==> config.mk <==
export PLATFORM = sky130hd
export DESIGN_NAME = snoop_coh_ctrl
export DESIGN_NICKNAME = d
export VERILOG_FILES = /design/src/rtl/coh_pkg.sv /design/src/rtl/coh_line_array.sv /design/src/rtl/coh_snoop.sv /design/src/rtl/coh_ctl_fsm.sv /design/src/rtl/snoop_coh_ctrl.sv
export SDC_FILE = /design/constraint.sdc
export NUM_CORES = 1
export LEC_CHECK = 0
export ABC_CLOCK_PERIOD_IN_PS = 3800
export BUFFER_PORTS_ARGS = -buffer_cell sky130_fd_sc_hd__buf_2
export CAP_MARGIN = 40
export CORE_UTILIZATION = 45
export CTS_CLUSTER_SIZE = 14
export DETAILED_ROUTE_END_ITERATION = 6
export PLACE_DENSITY = 0.66
export SLEW_MARGIN = 30
export SYNTH_ARGS = -nofsm -noshare
export SYNTH_HDL_FRONTEND = slang
export SYNTH_HIERARCHICAL = 1
export SYNTH_SLANG_ARGS = --single-unit
==> constraint.sdc <==
create_clock -name clk -period 3.8 [get_ports clk]
set_clock_uncertainty 0.1 [all_clocks]
set_input_delay 0.38 -clock clk [delete_from_list [all_inputs] [get_ports clk]]
set_output_delay 0.38 -clock clk [all_outputs]
set_load 0.1 [all_outputs]
==> src/rtl/coh_pkg.sv <==
package coh_pkg;

    typedef enum logic [1:0] {
        LS_INV = 2'b00,
        LS_SHD = 2'b01,
        LS_MOD = 2'b10
    } line_st_t;

    typedef enum logic [1:0] {
        OP_NONE   = 2'b00,
        OP_RDMISS = 2'b01,
        OP_WRMISS = 2'b10,
        OP_INV    = 2'b11
    } bus_op_t;

    typedef enum logic [1:0] {
        C_IDLE,
        C_ARB,
        C_ISSUE,
        C_FILL
    } ctl_st_t;

endpackage

==> src/rtl/coh_line_array.sv <==
module coh_line_array
    import coh_pkg::*;
#(
    parameter int IDX_W = 2,
    parameter int TAG_W = 4
) (
    input  logic             clk,
    input  logic             rst_n,
    // processor-side port (read and write)
    input  logic [IDX_W-1:0] c_idx,
    output line_st_t         c_st,
    output logic [TAG_W-1:0] c_tag,
    input  logic             c_we,
    input  logic [TAG_W-1:0] c_wtag,
    input  line_st_t         c_wst,
    // snoop-side port (read, state write only)
    input  logic [IDX_W-1:0] s_idx,
    output line_st_t         s_st,
    output logic [TAG_W-1:0] s_tag,
    input  logic             s_we,
    input  line_st_t         s_wst
);
    localparam int LINES = 1 << IDX_W;

    line_st_t         st_arr  [LINES];
    logic [TAG_W-1:0] tag_arr [LINES];

    generate
        for (genvar g = 0; g < LINES; g++) begin : g_line
            line_st_t         st_r;
            logic [TAG_W-1:0] tag_r;
            // processor port has priority over the snoop port on the same line
            always_ff @(posedge clk or negedge rst_n) begin
                if (!rst_n) begin
                    st_r  <= LS_INV;
                    tag_r <= '0;
                end else if (c_we && (c_idx == IDX_W'(g))) begin
                    st_r  <= c_wst;
                    tag_r <= c_wtag;
                end else if (s_we && (s_idx == IDX_W'(g))) begin
                    st_r  <= s_wst;
                end
            end
            assign st_arr[g]  = st_r;
            assign tag_arr[g] = tag_r;
        end
    endgenerate

    assign c_st  = st_arr[c_idx];
    assign c_tag = tag_arr[c_idx];
    assign s_st  = st_arr[s_idx];
    assign s_tag = tag_arr[s_idx];

endmodule

==> src/rtl/coh_snoop.sv <==
module coh_snoop
    import coh_pkg::*;
#(
    parameter int TAG_W = 4
) (
    input  logic             snp_valid,
    input  bus_op_t          snp_op,
    input  logic [TAG_W-1:0] snp_tag,
    input  line_st_t         line_st,
    input  logic [TAG_W-1:0] line_tag,
    output logic             supply,
    output logic             abort,
    output logic             wb,
    output logic             s_we,
    output line_st_t         s_wst
);
    logic match;

    assign match = snp_valid && (line_st != LS_INV) && (line_tag == snp_tag);

    always_comb begin
        supply = 1'b0;
        wb     = 1'b0;
        s_we   = 1'b0;
        s_wst  = line_st;
        if (match) begin
            unique case (snp_op)
                OP_RDMISS: begin
                    if (line_st == LS_MOD) begin
                        supply = 1'b1;
                        wb     = 1'b1;
                        s_we   = 1'b1;
                        s_wst  = LS_SHD;
                    end
                end
                OP_WRMISS: begin
                    supply = (line_st == LS_MOD);
                    s_we   = 1'b1;
                    s_wst  = LS_INV;
                end
                OP_INV: begin
                    s_we  = 1'b1;
                    s_wst = LS_INV;
                end
                default: ;
            endcase
        end
    end

    // memory fetch is cancelled whenever this cache intervenes
    assign abort = supply;

endmodule

==> src/rtl/coh_ctl_fsm.sv <==
module coh_ctl_fsm
    import coh_pkg::*;
#(
    parameter  int ADDR_W = 6,
    parameter  int IDX_W  = 2,
    localparam int TAG_W  = ADDR_W - IDX_W
) (
    input  logic              clk,
    input  logic              rst_n,
    input  logic              cpu_req,
    input  logic              cpu_we,
    input  logic [ADDR_W-1:0] cpu_addr,
    output logic              cpu_ready,
    // line-array processor port
    output logic [IDX_W-1:0]  c_idx,
    input  line_st_t          l_st,
    input  logic [TAG_W-1:0]  l_tag,
    output logic              c_we,
    output logic [TAG_W-1:0]  c_wtag,
    output line_st_t          c_wst,
    // bus side
    output logic              bus_req,
    input  logic              bus_gnt,
    output logic              bus_valid,
    output bus_op_t           bus_op,
    output logic [ADDR_W-1:0] bus_addr,
    input  logic              mem_fill_done,
    output logic              vic_wb,
    output logic [ADDR_W-1:0] vic_addr
);
    ctl_st_t           state_q, state_d;
    logic [ADDR_W-1:0] addr_q;
    logic              we_q;
    bus_op_t           op_q;

    logic [ADDR_W-1:0] cur_addr;
    logic [TAG_W-1:0]  cur_tag;
    logic              line_hit;
    bus_op_t           need_op;
    bus_op_t           eff_op;

    assign cur_addr = (state_q == C_IDLE) ? cpu_addr : addr_q;
    assign c_idx    = cur_addr[IDX_W-1:0];
    assign cur_tag  = cur_addr[ADDR_W-1:IDX_W];
    assign line_hit = (l_st != LS_INV) && (l_tag == cur_tag);

    // bus work needed by the presented request
    always_comb begin
        if (!cpu_we)
            need_op = line_hit ? OP_NONE : OP_RDMISS;
        else if (line_hit && (l_st == LS_MOD))
            need_op = OP_NONE;
        else if (line_hit)
            need_op = OP_INV;
        else
            need_op = OP_WRMISS;
    end

    // an upgrade that lost its shared copy while waiting becomes a write-miss
    assign eff_op = ((op_q == OP_INV) && !line_hit) ? OP_WRMISS : op_q;

    always_comb begin
        state_d = state_q;
        unique case (state_q)
            C_IDLE:  if (cpu_req && (need_op != OP_NONE)) state_d = C_ARB;
            C_ARB:   if (bus_gnt) state_d = C_ISSUE;
            C_ISSUE: state_d = (eff_op == OP_INV) ? C_IDLE : C_FILL;
            C_FILL:  if (mem_fill_done) state_d = C_IDLE;
        endcase
    end

    always_ff @(posedge clk or negedge rst_n) begin
        if (!rst_n) begin
            state_q <= C_IDLE;
            addr_q  <= '0;
            we_q    <= 1'b0;
            op_q    <= OP_NONE;
        end else begin
            state_q <= state_d;
            if ((state_q == C_IDLE) && (state_d == C_ARB)) begin
                addr_q <= cpu_addr;
                we_q   <= cpu_we;
                op_q   <= need_op;
            end
        end
    end

    always_comb begin
        cpu_ready = 1'b0;
        bus_req   = 1'b0;
        bus_valid = 1'b0;
        bus_op    = OP_NONE;
        bus_addr  = addr_q;
        vic_wb    = 1'b0;
        vic_addr  = {l_tag, addr_q[IDX_W-1:0]};
        c_we      = 1'b0;
        c_wtag    = cur_tag;
        c_wst     = LS_INV;
        unique case (state_q)
            C_IDLE: begin
                cpu_ready = !(cpu_req && (need_op != OP_NONE));
            end
            C_ARB: begin
                bus_req = 1'b1;
            end
            C_ISSUE: begin
                bus_valid = 1'b1;
                bus_op    = eff_op;
                c_we      = 1'b1;
                if (eff_op == OP_INV) begin
                    c_wst = LS_MOD;
                end else begin
                    // victim leaves the line; fill installs the new block later
                    c_wtag = l_tag;
                    c_wst  = LS_INV;
                    vic_wb = (l_st == LS_MOD) && (l_tag != cur_tag);
                end
            end
            C_FILL: begin
                if (mem_fill_done) begin
                    c_we  = 1'b1;
                    c_wst = we_q ? LS_MOD : LS_SHD;
                end
            end
        endcase
    end

endmodule

==> src/rtl/snoop_coh_ctrl.sv <==
module snoop_coh_ctrl
    import coh_pkg::*;
#(
    parameter int ADDR_W = 6,
    parameter int IDX_W  = 2
) (
    input  logic              clk,
    input  logic              rst_n,
    input  logic              cpu_req,
    input  logic              cpu_we,
    input  logic [ADDR_W-1:0] cpu_addr,
    output logic              cpu_ready,
    output logic              bus_req,
    input  logic              bus_gnt,
    output logic              bus_valid,
    output logic [1:0]        bus_op,
    output logic [ADDR_W-1:0] bus_addr,
    input  logic              mem_fill_done,
    output logic              vic_wb,
    output logic [ADDR_W-1:0] vic_addr,
    input  logic              snp_valid,
    input  logic [1:0]        snp_op,
    input  logic [ADDR_W-1:0] snp_addr,
    output logic              snp_supply,
    output logic              mem_abort,
    output logic              mem_wb
);
    localparam int TAG_W = ADDR_W - IDX_W;

    logic [IDX_W-1:0] c_idx;
    line_st_t         c_st, c_wst, s_st, s_wst;
    logic [TAG_W-1:0] c_tag, c_wtag, s_tag;
    logic             c_we, s_we;
    bus_op_t          bus_op_e;

    coh_line_array #(.IDX_W(IDX_W), .TAG_W(TAG_W)) u_lines (
        .clk    (clk),
        .rst_n  (rst_n),
        .c_idx  (c_idx),
        .c_st   (c_st),
        .c_tag  (c_tag),
        .c_we   (c_we),
        .c_wtag (c_wtag),
        .c_wst  (c_wst),
        .s_idx  (snp_addr[IDX_W-1:0]),
        .s_st   (s_st),
        .s_tag  (s_tag),
        .s_we   (s_we),
        .s_wst  (s_wst)
    );

    coh_snoop #(.TAG_W(TAG_W)) u_snoop (
        .snp_valid (snp_valid),
        .snp_op    (bus_op_t'(snp_op)),
        .snp_tag   (snp_addr[ADDR_W-1:IDX_W]),
        .line_st   (s_st),
        .line_tag  (s_tag),
        .supply    (snp_supply),
        .abort     (mem_abort),
        .wb        (mem_wb),
        .s_we      (s_we),
        .s_wst     (s_wst)
    );

    coh_ctl_fsm #(.ADDR_W(ADDR_W), .IDX_W(IDX_W)) u_fsm (
        .clk           (clk),
        .rst_n         (rst_n),
        .cpu_req       (cpu_req),
        .cpu_we        (cpu_we),
        .cpu_addr      (cpu_addr),
        .cpu_ready     (cpu_ready),
        .c_idx         (c_idx),
        .l_st          (c_st),
        .l_tag         (c_tag),
        .c_we          (c_we),
        .c_wtag        (c_wtag),
        .c_wst         (c_wst),
        .bus_req       (bus_req),
        .bus_gnt       (bus_gnt),
        .bus_valid     (bus_valid),
        .bus_op        (bus_op_e),
        .bus_addr      (bus_addr),
        .mem_fill_done (mem_fill_done),
        .vic_wb        (vic_wb),
        .vic_addr      (vic_addr)
    );

    assign bus_op = bus_op_e;

endmodule

==> metrics.log <==
[metrics] total negative setup slack: 0 ns
[metrics] Chip Height: 76.59 µm
[metrics] Avg Cell Area, Syn: 11.08 µm²
[metrics] Worst Setup End Kind: primary output
[metrics] Slew Limit Fails: 0
[metrics] Yosys warning total: 6
[metrics] cell types with the highest counts after synthesis: 35 x dfrtp_1, 24 x nand2_1, 22 x mux2_2, 15 x mux2i_1, 15 x nor2_1
[metrics] maximum clock insertion buffer count: 2
[metrics] area added between synthesis and finish: 18.84%
[metrics] leading cell type by number of instances after synthesis: dfrtp_1
[metrics] area share of xor/xnor cells in the synthesized design: 0.02449
[metrics] number of placement rows: 26
[metrics] number of buffers added by the clock tree synthesis step: 5
[metrics] async set-or-reset flop fraction in the synthesized netlist: 1.000
[metrics] kind of launch point of the worst setup path: register
[metrics] cell count along the critical path: 9
[metrics] clock net sink count: 35
[metrics] DIE WIDTH: 76.59 µm
[metrics] library cell contributing the largest single delay on the critical path: mux4_2
[metrics] final net count: 294
[metrics] Top FF cell, synth: dfrtp_1
[metrics] area used by sequential logic in the layout: 882.1 µm²
[metrics] post-detailed-route DRC marker count: 0
[metrics] worst skew pair latency: 0.29 ns
[metrics] result of the run: completed
[metrics] initial antenna violation count: 0
[metrics] total count of hold-check failures in the final report: 0
[metrics] clock slew seen by the registers of the worst setup and hold paths: 0.07 ns
[metrics] CP delay by family, top: compound AO/OA/AOI/OAI gates
[metrics] Hold Path Origin: cpu_addr[1]
[metrics] core utilization of the finished layout: 0.5681
[metrics] Total Die Area: 5866 µm²
[metrics] FF-to-FF Start: u_fsm/state_q[0]
[metrics] required time at the worst-slack endpoint: 3.32 ns
[metrics] cells after synthesis: 226
[metrics] number of levels the H-tree was split into: 2
[metrics] first-pass GRT wire length: 9080 µm
[metrics] top cells by area in the synthesized netlist: dfrtp_1 35%, mux2_2 9.9%, mux4_1 6.3%
[metrics] syn_nets: 251
[metrics] number of inserted diodes: 0
[metrics] Std-Cell Core Area: 5238 µm²
[metrics] routed via count: 1952
[metrics] Hold/Removal Path Class: primary input to register
[metrics] startpoint of the worst setup timing path: u_fsm/state_q[0]
[metrics] synthesized-area fraction occupied by adder cells: 0.01999
[metrics] total global-route track usage: 0.1990
[metrics] number of unique standard cell types used by synthesis: 54
[metrics] Seq/Total Area, Yosys: 0.3498
[metrics] Detailed Route Iter0 Violations: 77
[metrics] arrival time of the worst setup path: 3.18 ns
[metrics] max-capacitance violation count: 0
[metrics] RD Place Congestion: 0.8201
[metrics] number of cells on the worst reg-to-reg path: 10
[metrics] largest net degree at the start of global routing: 36
[metrics] initial cell density of the core: 0.4780
[metrics] post-synthesis simple-gate area fraction: 0.1524
[metrics] compound-cell area share of the yosys netlist: 0.1064
[metrics] ANT nets after route: 0
[metrics] boundary pin count: 42
[metrics] total standard cell area after synthesis: 2504 µm²
[metrics] maximum fanout along the worst path: 11
[metrics] vias in the first global route: 1838
[metrics] normalized max-slew margin: 0.5889
[metrics] post-detailed-route wirelength per cell: 16.54 µm
[metrics] total half-perimeter wirelength after legalization and detailed placement: 4173 µm
[metrics] total overflow reported by the global router: 0
[metrics] cell depth of the worst min-delay path: 2
[metrics] fraction of layout instances using a drive strength above 1: 0.4111
[metrics] Fmax achieved: 273.4 MHz
[metrics] library cell used as clock root buffer: clkbuf_8
[metrics] kind of critical path: register to primary output
[metrics] CP peak stage delay: 0.52 ns
[metrics] count of fill cells added during filler insertion: 453
[metrics] number of enable flip-flop cells after synthesis: 0
[metrics] count of buffers inserted at the top-level ports: 41
[metrics] top cell type's share of synthesized area: 0.3498
[metrics] Slew @ Worst Pin: 0.6120 ns
[metrics] count of endpoints failing setup in the final report: 0
[metrics] crit share post-route: 0.9626
[metrics] area used by multi-input combinational logic: 1515 µm²
[metrics] detailed-router iteration count before antenna repair: 4
[metrics] vias per cell: 5.741
[metrics] share of synthesized area spent on multiplexers: 0.2819
[metrics] largest family of logic cells by synthesized area: multiplexers
[metrics] Post-Route WL: 5623 µm
[metrics] biggest area consumer among synthesized cells: dfrtp_1
[metrics] post-layout min period: 3.658 ns
[metrics] Crit path buffers/inverters: 1
[metrics] number of flip-flops and latches in the synthesized netlist: 35
[metrics] ordered cell list for the critical path: nor2_4, mux2_4, mux4_2, xnor2_1, o221ai_1, o22ai_4, o211ai_1, a211oi_4, buf_12
[metrics] CTS tree: yes
[cells by family (layout without fill, tap and decap cells)]
group | count (synthesis) | count (layout)
compound gates | 33 | 33
simple gates | 71 | 71
mux | 50 | 50
buf+inv | 26 | 70
xor+xnor | 7 | 7
flops | 35 | 35
fa+ha+maj | 4 | 4
[repair_timing]
| action | 4_1_cts | 5_1_grt |
|---|---|---|
| resized for setup | 1 | 1 |
| setup buffers | 1 | 5 |
| pin swaps | 3 | 2 |
| hold buffers | 0 | 1 |
| endpoints found under the hold margin | 0 | 7 |
| endpoints found under the setup margin | 1 | 2 |
[state kept, by name, summed over array words and instances, names as in the netlist]
signal                cells
u_fsm/state_q             2
u_fsm/bus_addr            6
u_fsm/op_q                2
u_fsm/we_q                1
u_lines/g_line.st_r       8
u_lines/g_line.tag_r     16
[stage by stage]
stage | setup slack (ns) | std cells | hold WS, ns | cell area (µm²)
global route | -0.007909 | 340 | 0.2364 | 2975
floorplan | -0.02843 | 226 | -0.01559 | 2551
CTS | 0.05270 | 333 | 0.09375 | 2907
global placement | 0.3251 | 324 | 0.3894 | 2779
finish | 0.1423 | 340 | 0.2324 | 2975
detailed placement | 0.2304 | 324 | 0.4087 | 2779
[area by class of cell]
| cell class | instances | area share |
|---|---|---|
| multi-input cells | 165 | 0.5093 |
| flip-flops and latches | 35 | 0.2965 |
| repair buffers | 50 | 0.1119 |
| well taps | 70 | 0.02944 |
| clock buffers | 5 | 0.02313 |
| inverters | 12 | 0.01514 |
| clock inverters | 3 | 0.01472 |
[placed cells by master (no fill, tap or decap), types with 2 or more instances in the layout]
master / count
mux4_1: 3
inv_1: 12
clkbuf_8: 5
buf_12: 4
nor2_1: 15
xnor2_1: 4
and3_1: 3
mux4_2: 9
mux2i_1: 15
dfrtp_1: 32
a31oi_4: 2
nand3b_2: 2
a21oi_1: 11
and2_1: 2
dfrtp_2: 2
mux2_4: 2
nand4_1: 2
buf_4: 7
mux2_2: 21
nor3b_1: 2
o21ai_0: 4
buf_2: 38
a21boi_0: 2
nand2_1: 24
o221ai_1: 2
nand3_1: 4
nand3_2: 2
xor2_1: 3
ha_1: 4
[path summary, 6_finish.rpt]
check | endpoint | slack [ns]
worst min-delay path | u_fsm/bus_addr[1] | 0.23
worst max register to register | u_lines/g_line[2].tag_r[2] | 0.41
max in group asynchronous | u_fsm/bus_addr[0] | 2.81
worst max-delay path | bus_op[0] | 0.14
min in group asynchronous | u_fsm/bus_addr[5] | 0.36
worst min register to register | u_lines/g_line[0].tag_r[0] | 0.43
[routing by layer]
layer  vias up  track usage  wire (µm)
met5         -            0          0
met4         0      0.08077        158
met3        18      0.03952        221
met2        76       0.3216       2736
met1       954       0.2605       2507
li1        904            -          -
Power is not shown: default switching activity piles up to over one toggle a cycle in this logic, so the estimate is an artifact.
